## src/rtl/spi_bank_pkg.sv

```systemverilog
package spi_bank_pkg;

  localparam logic [4:0] SHARED_FROM = 5'h1B;
  localparam logic [7:0] HDR_RDBUF   = 8'h3A;
  localparam logic [7:0] HDR_WRBUF   = 8'h7A;
  localparam logic [7:0] HDR_RESET   = 8'hFF;

  typedef enum logic [2:0] {
    OP_RDREG = 3'b000,
    OP_RDBUF = 3'b001,
    OP_WRREG = 3'b010,
    OP_WRBUF = 3'b011,
    OP_SETB  = 3'b100,
    OP_CLRB  = 3'b101,
    OP_NONE  = 3'b110,
    OP_RESET = 3'b111
  } op_e;

  typedef enum logic [2:0] {
    S_CMD, S_DUMMY, S_WDATA, S_BRD, S_BWR, S_MUTE
  } st_e;

  function automatic op_e op_of(input logic [7:0] b);
    return op_e'(b[7:5]);
  endfunction

  function automatic logic [4:0] addr_of(input logic [7:0] b);
    return b[4:0];
  endfunction

  // slow group needs one dummy byte ahead of the read data
  function automatic logic slow_read(input logic [1:0] bank, input logic [4:0] a);
    case (bank)
      2'd2:    return a < SHARED_FROM;
      2'd3:    return (a <= 5'h05) || (a == 5'h0A);
      default: return 1'b0;
    endcase
  endfunction

  function automatic logic [7:0] apply_op(input op_e op, input logic [7:0] cur,
                                          input logic [7:0] d);
    case (op)
      OP_SETB: return cur | d;
      OP_CLRB: return cur & ~d;
      default: return d;
    endcase
  endfunction

endpackage

```

## src/rtl/spi_byte_link.sv

```systemverilog
module spi_byte_link #(
  parameter int SYNC = 2
) (
  input  logic       clk,
  input  logic       rst_n,
  input  logic       sclk,
  input  logic       cs_n,
  input  logic       mosi,
  input  logic [7:0] tx_byte,
  output logic       byte_done,
  output logic [7:0] rx_byte,
  output logic       active,
  output logic       miso_bit
);
  logic [SYNC-1:0] sclk_s, cs_s, mosi_s;
  logic            sclk_d;
  logic [2:0]      bit_cnt;
  logic [6:0]      rx_sr;
  logic [7:0]      tx_sr;
  logic            rise, fall;

  assign active   = ~cs_s[SYNC-1];
  assign rise     = sclk_s[SYNC-1] & ~sclk_d;
  assign fall     = ~sclk_s[SYNC-1] & sclk_d;
  assign miso_bit = tx_sr[7];

  always_ff @(posedge clk or negedge rst_n) begin
    if (!rst_n) begin
      sclk_s    <= '0;
      cs_s      <= '1;
      mosi_s    <= '0;
      sclk_d    <= 1'b0;
      bit_cnt   <= '0;
      rx_sr     <= '0;
      tx_sr     <= '0;
      rx_byte   <= '0;
      byte_done <= 1'b0;
    end else begin
      sclk_s    <= {sclk_s[SYNC-2:0], sclk};
      cs_s      <= {cs_s[SYNC-2:0], cs_n};
      mosi_s    <= {mosi_s[SYNC-2:0], mosi};
      sclk_d    <= sclk_s[SYNC-1];
      byte_done <= 1'b0;
      if (!active) begin
        bit_cnt <= '0;
        tx_sr   <= '0;
      end else begin
        if (rise) begin
          rx_sr   <= {rx_sr[5:0], mosi_s[SYNC-1]};
          bit_cnt <= bit_cnt + 3'd1;
          if (bit_cnt == 3'd7) begin
            byte_done <= 1'b1;
            rx_byte   <= {rx_sr, mosi_s[SYNC-1]};
          end
        end
        if (fall) begin
          if (bit_cnt == 3'd0) tx_sr <= tx_byte;
          else                 tx_sr <= {tx_sr[6:0], 1'b0};
        end
      end
    end
  end

  // a new frame always starts counting from bit zero
  a_r12_fresh_count: assert property (@(posedge clk) disable iff (!rst_n)
    $rose(active) |-> bit_cnt == 3'd0);

endmodule

```

## src/rtl/bank_regfile.sv

```systemverilog
module bank_regfile #(
  parameter int NB = 4,
  parameter int AW = 5,
  parameter int SHARED_FROM = 27,
  localparam int BW = $clog2(NB)
) (
  input  logic          clk,
  input  logic          rst_n,
  input  logic          clear,
  input  logic          wr_en,
  input  logic [AW-1:0] wr_addr,
  input  logic [7:0]    wr_data,
  input  logic [AW-1:0] rd_addr,
  output logic [7:0]    rd_data,
  output logic [BW-1:0] bank
);
  localparam int NREG      = 2 ** AW;
  localparam int DEPTH     = NB * SHARED_FROM + (NREG - SHARED_FROM);
  localparam int IW        = $clog2(DEPTH);
  localparam int BANK_SLOT = NB * SHARED_FROM + (NREG - 1 - SHARED_FROM);

  logic [7:0] mem [DEPTH];

  function automatic logic [IW-1:0] slot(input logic [BW-1:0] b, input logic [AW-1:0] a);
    if (int'(a) >= SHARED_FROM) return IW'(NB * SHARED_FROM + int'(a) - SHARED_FROM);
    return IW'(int'(b) * SHARED_FROM + int'(a));
  endfunction

  assign bank    = mem[BANK_SLOT][BW-1:0];
  assign rd_data = mem[slot(bank, rd_addr)];

  always_ff @(posedge clk or negedge rst_n) begin
    if (!rst_n) begin
      for (int i = 0; i < DEPTH; i++) mem[i] <= '0;
    end else if (clear) begin
      for (int i = 0; i < DEPTH; i++) mem[i] <= '0;
    end else if (wr_en) begin
      mem[slot(bank, wr_addr)] <= wr_data;
    end
  end

  // a write to the top address moves the bank on the next cycle
  a_r3_bank_take: assert property (@(posedge clk) disable iff (!rst_n)
    (wr_en && !clear && wr_addr == AW'(NREG - 1)) |=> bank == $past(wr_data[BW-1:0]));

  // soft reset returns to bank 0
  a_r7_clear_bank: assert property (@(posedge clk) disable iff (!rst_n)
    clear |=> bank == '0);

endmodule

```

## src/rtl/byte_buffer.sv

```systemverilog
module byte_buffer #(
  parameter int DEPTH = 16,
  localparam int PW = $clog2(DEPTH)
) (
  input  logic          clk,
  input  logic          rst_n,
  input  logic          clear,
  input  logic          ptr_load,
  input  logic [PW-1:0] ptr_val,
  input  logic          step,
  input  logic          wr_en,
  input  logic [7:0]    wr_data,
  output logic [7:0]    rd_data,
  output logic [PW-1:0] ptr
);
  logic [7:0] mem [DEPTH];

  function automatic logic [PW-1:0] next_ptr(input logic [PW-1:0] p);
    return (p == PW'(DEPTH - 1)) ? '0 : p + PW'(1);
  endfunction

  assign rd_data = mem[ptr];

  always_ff @(posedge clk or negedge rst_n) begin
    if (!rst_n) begin
      for (int i = 0; i < DEPTH; i++) mem[i] <= '0;
    end else if (wr_en) begin
      mem[ptr] <= wr_data;
    end
  end

  always_ff @(posedge clk or negedge rst_n) begin
    if (!rst_n)        ptr <= '0;
    else if (clear)    ptr <= '0;
    else if (ptr_load) ptr <= ptr_val;
    else if (step)     ptr <= next_ptr(ptr);
  end

  // each buffered byte advances the pointer by one, wrapping at the end
  a_r8_ptr_step: assert property (@(posedge clk) disable iff (!rst_n)
    (step && !clear && !ptr_load) |=>
      ptr == (($past(ptr) == PW'(DEPTH - 1)) ? '0 : $past(ptr) + PW'(1)));

endmodule

```

## src/rtl/spi_bank_regs.sv

```systemverilog
module spi_bank_regs
  import spi_bank_pkg::*;
#(
  parameter int BUF_DEPTH = 16,
  parameter int SYNC = 2
) (
  input  logic clk,
  input  logic rst_n,
  input  logic spi_sclk,
  input  logic spi_cs_n,
  input  logic spi_mosi,
  output logic spi_miso,
  output logic spi_miso_oe
);
  localparam int NB = 4;
  localparam int AW = 5;
  localparam int PW = $clog2(BUF_DEPTH);

  logic       byte_done, active, miso_bit;
  logic [7:0] rx_byte, tx_byte, out_byte;
  st_e        st;
  op_e        lat_op;
  logic [4:0] lat_addr, rd_addr;
  logic [7:0] reg_rd, cur_val, new_val, buf_rd;
  logic [1:0] bank;
  logic [PW-1:0] ptr, ptr_new;
  logic [15:0] ptr16, ptr_cand;
  logic       reg_wr_en, ptr_hit, do_reset, buf_wr, buf_step, rd_cmd;

  spi_byte_link #(.SYNC(SYNC)) u_link (
    .clk(clk), .rst_n(rst_n), .sclk(spi_sclk), .cs_n(spi_cs_n), .mosi(spi_mosi),
    .tx_byte(tx_byte), .byte_done(byte_done), .rx_byte(rx_byte),
    .active(active), .miso_bit(miso_bit));

  bank_regfile #(.NB(NB), .AW(AW), .SHARED_FROM(int'(SHARED_FROM))) u_regs (
    .clk(clk), .rst_n(rst_n), .clear(do_reset), .wr_en(reg_wr_en),
    .wr_addr(lat_addr), .wr_data(new_val), .rd_addr(rd_addr),
    .rd_data(reg_rd), .bank(bank));

  byte_buffer #(.DEPTH(BUF_DEPTH)) u_buf (
    .clk(clk), .rst_n(rst_n), .clear(do_reset), .ptr_load(ptr_hit),
    .ptr_val(ptr_new), .step(buf_step), .wr_en(buf_wr), .wr_data(rx_byte),
    .rd_data(buf_rd), .ptr(ptr));

  // register view: bank 0 addresses 0 and 1 show the buffer pointer
  assign rd_addr = (st == S_CMD) ? addr_of(rx_byte) : lat_addr;
  assign ptr16   = 16'(ptr);
  always_comb begin
    cur_val = reg_rd;
    if (bank == 2'd0 && rd_addr <= 5'd1)
      cur_val = rd_addr[0] ? ptr16[15:8] : ptr16[7:0];
  end

  // commit events
  assign new_val   = apply_op(lat_op, cur_val, rx_byte);
  assign reg_wr_en = byte_done && st == S_WDATA;
  assign ptr_hit   = reg_wr_en && bank == 2'd0 && lat_addr <= 5'd1;
  assign ptr_cand  = lat_addr[0] ? {new_val, ptr16[7:0]} : {ptr16[15:8], new_val};
  assign ptr_new   = PW'(ptr_cand % 16'(BUF_DEPTH));
  assign do_reset  = byte_done && st == S_CMD && rx_byte == HDR_RESET;
  assign buf_wr    = byte_done && st == S_BWR;
  assign buf_step  = buf_wr || (byte_done && st == S_BRD);
  assign rd_cmd    = byte_done && st == S_CMD && op_of(rx_byte) == OP_RDREG &&
                     !slow_read(bank, addr_of(rx_byte));

  assign tx_byte     = (st == S_BRD) ? buf_rd : out_byte;
  assign spi_miso_oe = ~spi_cs_n;
  assign spi_miso    = spi_miso_oe & miso_bit;

  always_ff @(posedge clk or negedge rst_n) begin
    if (!rst_n) begin
      st       <= S_CMD;
      out_byte <= '0;
      lat_op   <= OP_NONE;
      lat_addr <= '0;
    end else if (!active) begin
      st       <= S_CMD;
      out_byte <= '0;
    end else if (byte_done) begin
      out_byte <= '0;
      case (st)
        S_CMD: begin
          lat_op   <= op_of(rx_byte);
          lat_addr <= addr_of(rx_byte);
          case (op_of(rx_byte))
            OP_RDREG: begin
              if (slow_read(bank, addr_of(rx_byte))) st <= S_DUMMY;
              else begin
                out_byte <= cur_val;
                st       <= S_MUTE;
              end
            end
            OP_WRREG, OP_SETB, OP_CLRB: st <= S_WDATA;
            OP_RDBUF: st <= (rx_byte == HDR_RDBUF) ? S_BRD : S_MUTE;
            OP_WRBUF: st <= (rx_byte == HDR_WRBUF) ? S_BWR : S_MUTE;
            default:  st <= S_MUTE;
          endcase
        end
        S_DUMMY: begin
          out_byte <= cur_val;
          st       <= S_MUTE;
        end
        S_WDATA: st <= S_MUTE;
        S_BRD, S_BWR: st <= st;
        default: st <= S_MUTE;
      endcase
    end
  end

  // nothing is written while deselected
  a_r11_idle_quiet: assert property (@(posedge clk) disable iff (!rst_n)
    !active |-> !(reg_wr_en || buf_wr || do_reset));

  // a plain read queues the value and silences the rest of the frame
  a_r5_direct_read: assert property (@(posedge clk) disable iff (!rst_n)
    rd_cmd |=> (!active || (st == S_MUTE && out_byte == $past(cur_val))));

endmodule

```

## config.mk

```make
export PLATFORM = sky130hd
export DESIGN_NAME = spi_bank_regs
export DESIGN_NICKNAME = d
export VERILOG_FILES = /design/src/rtl/spi_bank_pkg.sv /design/src/rtl/spi_byte_link.sv /design/src/rtl/bank_regfile.sv /design/src/rtl/byte_buffer.sv /design/src/rtl/spi_bank_regs.sv
export SDC_FILE = /design/constraint.sdc
export NUM_CORES = 2
export LEC_CHECK = 0
export ABC_AREA = 1
export BUFFER_PORTS_ARGS = -buffer_cell sky130_fd_sc_hd__clkbuf_2
export CORE_MARGIN = 8
export CORE_UTILIZATION = 40
export DETAILED_ROUTE_END_ITERATION = 7
export HOLD_SLACK_MARGIN = 0.05
export MAX_ROUTING_LAYER = met4
export PLACE_DENSITY = 0.57
export SLEW_MARGIN = 25
export SYNTH_ARGS = -nofsm -noshare
export SYNTH_HDL_FRONTEND = slang
export SYNTH_SLANG_ARGS = --single-unit
```

## constraint.sdc

```tcl
create_clock -name clk -period 8.04 [get_ports clk]
set_clock_uncertainty 0.15 [all_clocks]
set_input_delay 1.608 -clock clk [delete_from_list [all_inputs] [get_ports clk]]
set_output_delay 1.608 -clock clk [all_outputs]
set_load 0.05 [all_outputs]
```

======== Word level (Yosys, flattened, before mapping) ========
Index checks and enable logic that the tools add are counted.
word-level totals
  register bits ........................... 1089
  output and inout bits ................... 2
operators by class
  add/subtract/negate cells ............... 8
  multipliers ............................. 1
  magnitude comparators ................... 11
  equal/unequal tests ..................... 21
  multiplexer cells ....................... 59
  bitwise gates (word level) .............. 13
  reductions and logical operators ........ 29
operator list
  operator               count
  $mux W904              2
  $bwmux W904            1
  $bwmux W128            1
  $mux W8                15
  $bmux W8 S7            1
  $demux W8 S7           1
  $mux W7                6
  $bmux W8 S4            1
  $demux W8 S4           1
  $pmux W8 S2            2
  $mux W4                6
  $eq A3 B3 Y1 const B   6
  $mux W3                6
  $ge A8 B8 Y1 const B   2
  $not A7 Y8             2
  $ge A5 B5 Y1 const B   3
  $add A7 B5 Y7 const A  2
  $add A7 B6 Y7          2
  $sub A7 B6 Y7 const B  2
  $eq A3 B2 Y1 const B   4
  $mux W1                12
  $pmux W3 S4            1
  $le A5 B1 Y1 const B   2
  $logic_and A1 B1 Y1    10
  34 further kinds       51

======== Logic depth before layout (Yosys ltp) ========
  word-level depth ........................ 16
  mapped depth ............................ 29

======== By module ========
A second synthesis with hierarchy kept.
second synthesis, totals
  cells, all modules ...................... 7797
  area total of the unflattened synthesis .. 58165.8 um2
by module, submodules not included
  module         times used  cells each  area each (um2)
  bank_regfile   1           6459        48531.5
  byte_buffer    1           940         6729.0
  spi_bank_regs  1           236         1492.7
  spi_byte_link  1           162         1412.6

======== Least setup slack after synthesis ========
OpenSTA, ideal clock, no wires.
  kind .................................... in2out
  start point ............................. input spi_cs_n
  end point ............................... output spi_miso
  arrival time ............................ 2.262 ns
  required time ........................... 6.282 ns
  path slack .............................. 4.020 ns
  cell stages on the path ................. 1
  cells stage by stage .................... nor2_1
between the ends
  word-level cells in the longest chain between the ends .. 2
RTL lines
  element             line                 RTL
  start: declaration  spi_bank_regs.sv:10  input logic spi_cs_n,
  $not A1 Y1          spi_bank_regs.sv:67  assign spi_miso_oe = ~spi_cs_n;
  $and A1 B1 Y1       spi_bank_regs.sv:68  assign spi_miso = spi_miso_oe & miso_bit;
  end: declaration    spi_bank_regs.sv:12  output logic spi_miso,
Every way passes these cells.

======== Final worst setup path ========
  start point ............................. register u_link.rx_byte[4]
  end point ............................... register u_regs.mem[286] (netlist name)
between the ends
  word-level cells in the longest chain between the ends .. 15
  elaborated cells on any way between the ends .. 24
  those cells by class .................... 3 x add/sub; 2 x order compare; 1 x eq/ne; 12 x mux; 3 x bitwise; 3 x reduce/logical
RTL lines
  element                                               line                                    RTL
  start: declaration                                    spi_byte_link.sv:11                     output logic [7:0] rx_byte,
  start signal: assignment                              spi_byte_link.sv:53                     rx_byte <= {rx_sr, mosi_s[SYNC-1]};
  $mux W5                                               -
  $add A7 B5 Y7                                         bank_regfile.sv:25                      if (int'(a) >= SHARED_FROM) return IW'(NB * SHARED_FROM + int'(a) - SHARED_FROM);
  $sub A7 B6 Y7                                         bank_regfile.sv:25
  $mux W7                                               bank_regfile.sv:25
  $mux W7                                               bank_regfile.sv:26                      return IW'(int'(b) * SHARED_FROM + int'(a));
  $not A7 Y8 (not written as such)                      bank_regfile.sv:30                      assign rd_data = mem[slot(bank, rd_addr)];
  $bmux W8 S7                                           bank_regfile.sv:30
  $mux W8 (not written as such) (2 in a row)            bank_regfile.sv:30
  $mux W8                                               spi_bank_regs.sv:50                     if (bank == 2'd0 && rd_addr <= 5'd1)
  $and A8 B8 Y8 / $or A8 B8 Y8 (equally long branches)  spi_bank_pkg.sv:44, spi_bank_pkg.sv:43
  $pmux W8 S2                                           spi_bank_pkg.sv:42                      case (op)
  $bwmux W904                                           bank_regfile.sv:38                      mem[slot(bank, wr_addr)] <= wr_data;
  $mux W904                                             bank_regfile.sv:37                      end else if (wr_en) begin
  $mux W904                                             bank_regfile.sv:35                      end else if (clear) begin
  end signal: indexed assignment                        bank_regfile.sv:38
  end: declaration                                      bank_regfile.sv:22                      logic [7:0] mem [DEPTH];
Several ways; a longest one is shown, not always the timed one. The select of a mux whose other input is x is not followed.
A chain may end at the register's enable or synchronous reset.

==> results.md <==
* Pre-antenna DRT Iters at 6
* Worst-path cell chain: inv_2 > nand3_1 > nand2_2 > nor2_4 > nand3_2 > nand2_8 > buf_12 > nand2_1 > nand3_1 > nand3_1 > nand3_1 > nand2_1 > nand2_1 > nand3_1 > nand3_1 > nand3_1 > o21ai_4 > buf_4 > nand2_1 > nand2_1
* Placed instance count at 9218
* Pre-CTS setup slack at between 1.5 and 2 ns
* Hold Vio Cnt, Final at 0
* 1st-iter DRT viols at about 5.9k
* Most common cell after layout, fill and taps aside: nand2_1
* Initial Util at around two fifths
* Final Non-Filler Cells at between 9k and 10k
* Actual slew at the worst max-slew pin at 1.10 ns
* DRT Wirelength at 196000 um
* CTS tree: done
* Pin count of the biggest net entering global routing at between 150 and 200
* Critical Path End: u_regs.mem[286]
* Vias post-DR at 50.6k
* Syn. warnings at 0
* Library cells used by synthesis at 45
* Post-synth net total at a little under 8k
* Setup TNS at 0 ns
* Clock Path Buffers at 3
* Critical R2R Launch: u_link.rx_byte[4]
* Average wire per cell in the routed design at a little over 20 um
* Unrepaired setup endpoints after global routing: no
* PortBufs at 6
* Worst r2r path cells at 20
* Rel. slew slack at between 20% and 30%
* CP startpoint: u_link.rx_byte[4]
* RePlAce Congestion at approximately 0.94
* Num Clock Sinks at between 1k and 1.5k
* Pleak at about 31 nW
* Top cell by count, worst path: nand3_1
* Post-route minimum period at between 6 and 7 ns
* Setup ws final at roughly 1.7 ns
* Max Fclk at around 160 MHz
* Die width at 388 um
* Final setup viols at 0
* Setup crit start kind: register
* CTS Hold Bufs at 0
* Yosys reg bits at roughly 1.1k
* Crit path largest cell delay at 0.90 ns
* Outcome: finished, final reports clean
* Fin. max-slew vios at 0
* Mapped Cells at about 7.7k
* Clock Latency Late Sink at around 0.8 ns
* Max VDD drop at approximately 0.21 mV
* Data required, critical path at ~8.6 ns
* Hold Crit Class: reg -> reg
* Io pins at 7
* Post-DP HPWL at between 100000 and 150000 um
* CTS root buf: clkbuf_16
* Initial antenna violation count at 5
* Avg Cell Area, Syn at about 7.2 um^2
* CP bufs+invs at 3
* CP arrival at 6.86 ns
* CP top delay family: simple AND/OR/NAND/NOR gates
* Most frequent cells in the layout: nand2_1, dfrtp_1, nand3_1
* DR DRC count at 0
* Post-CTS setup buffers at 0
* Critical Path Slowest Stage Cell: o21ai_4
* Mapped Area at ~55000 um^2
* Grt ovf at 0
* FF-to-FF setup slack at between 1.5 and 2 ns
* CTS Buf Count at between 100 and 150
* Post-synth EDFFs at 0
* Hold_ws at 0.209 ns
* Area Overhead vs Synth at 10.5%
* Clk slew on worst S/H paths at 0.06 ns
* End of the worst register-to-register path: u_regs.mem[286]
* Dominant synthesized flop cell: dfrtp_1
* Overall Global Routing Usage at approximately a quarter
* Max Fanout on Critical Path at 67
* Die area at roughly 150000 um^2
* Global-route wire length before repair at just over 300000 um
* PnR Total Power at about 11 mW
* Drt via density at ~5.4
* Max-Cap Viols at 0
* Sequential fraction of the synthesis area at between 40% and 50%
* WP depth at 20
* Async SR Flop Fraction at 100%
* Vias in the first global route at about 48k
* Power per cell area at between 150 and 200 nW/um^2
* Die H at around 390 um
* Final nets at between 7k and 8k
* Layout cells sized above 1 at under 10%
* Period utilization at 78.5%
* Row cnt at about 140
* Post-cts sizing count at 0
* Core Area at 137000 um^2
* WS Path Type: reg -> reg
* Post-DRT Antenna Nets at 0
* Crit. End Element: register
* Max H-tree Level at 3
[cells in the mapped netlist, drive strengths merged, types with 2 or more instances]
library cell  count  area share, %
nand4            28           0.32
nand3           662            6.0
a31oi            99            1.1
nor4              3          0.034
dfstp             4           0.19
dfrtp          1085             49
o211ai           19           0.26
a22o              2          0.032
nand3b           14           0.19
ha               29           0.66
xnor2             2          0.032
a221oi            4          0.063
clkinv           13          0.088
or2              15           0.17
o2111ai           4          0.063
o22ai            11           0.12
xor2              4          0.063
a21boi            2          0.027
nor2            366            2.5
nor3             79           0.72
fa                2          0.072
o21ai           323            3.0
nand2          3855             26
clkbuf          119           0.81
a21oi           140            1.3
a31o              2          0.032
inv             539            3.7
buf             256            3.0
[kinds of logic (layout without fill, tap and decap cells)]
kind of cell	count (synthesis)	count (layout)	synth area share (%)
compound gates	608	608	5.98
simple gates	5025	5025	36.3
buf+inv	927	890	7.56
flops	1089	1089	49.3
other cells	0	6	0
fa+ha+maj	31	31	0.729
xor+xnor	6	6	0.0951
[how the worst min path moves through the flow]
stage | start | end | slack, ns | depth (start not counted)
after global routing | u_link.sclk_s[0] | u_link.sclk_s[1] | 0.21 | 0
final | u_link.sclk_s[0] | u_link.sclk_s[1] | 0.21 | 0
after floorplan | u_link.mosi_s[0] | u_link.mosi_s[1] | 0.18 | 0
after CTS | u_link.sclk_s[0] | u_link.sclk_s[1] | 0.21 | 0
after global placement | u_link.sclk_s[0] | u_link.sclk_s[1] | 0.21 | 0
after detailed placement | u_link.sclk_s[0] | u_link.sclk_s[1] | 0.20 | 0
[layout make-up]
class                           count  area, um^2
Antenna cell                        6        15.0
Clock buffer                      184        3610
Clock inverter                     41         524
Fill cell                       13800       76200
Inverter                          552        2080
Multi-Input combinational cell   5670       24200
Sequential cell                  1089       27300
Tap cell                         1794        2240
Timing Repair Buffer              113        1190
[where the power goes]
group | total [mW] | switching, mW | internal (mW)
Sequential | 5.50 | 0.00850 | 5.49
Combinational | 0.147 | 0.130 | 0.0168
Clock | 5.78 | 2.41 | 3.37
Total | 11.4 | 2.55 | 8.88
[state kept, by name, indices dropped and copies added, names as in the netlist]
name and count:
u_regs.mem 902, u_buf.mem 128, out_byte 8, u_link.rx_byte 8
u_link.tx_sr 8, u_link.rx_sr 7, lat_addr 5, u_buf.ptr 4
lat_op 3, st 3, u_link.bit_cnt 3, u_link.cs_s 2
u_link.mosi_s 2, u_link.sclk_s 2, u_regs.bank 2, u_link.byte_done 1
u_link.sclk_d 1
[worst register-to-register path, stage by stage, from the launching register on]
cell	delay [ns]
dfrtp_1	0.67
inv_2	0.33
nand3_1	0.21
nand2_2	0.10
nor2_4	0.27
nand3_2	0.54
nand2_8	0.69
buf_12	0.41
nand2_1	0.10
nand3_1	0.09
nand3_1	0.16
nand3_1	0.24
nand2_1	0.11
nand2_1	0.07
nand3_1	0.12
nand3_1	0.25
nand3_1	0.26
o21ai_4	0.90
buf_4	0.40
nand2_1	0.09
nand2_1	0.09
[layer usage]
| layer | global-route usage [%] | routed length, um |
|---|---|---|
| met1 | 36.2 | 86900 |
| met5 | - | 0 |
| met4 | 9.42 | 7480 |
| met2 | 38.4 | 85400 |
| met3 | 5.36 | 16500 |
[through the flow]
step	instance area (um^2)	utilization [%]
after CTS	61000	44.4
final	61100	44.5
after detailed placement	56900	41.4
after floorplan	55300	-
after global placement	56800	41.4
after global routing	61100	44.5
No activity file was read; power rests on OpenSTA's default activity.
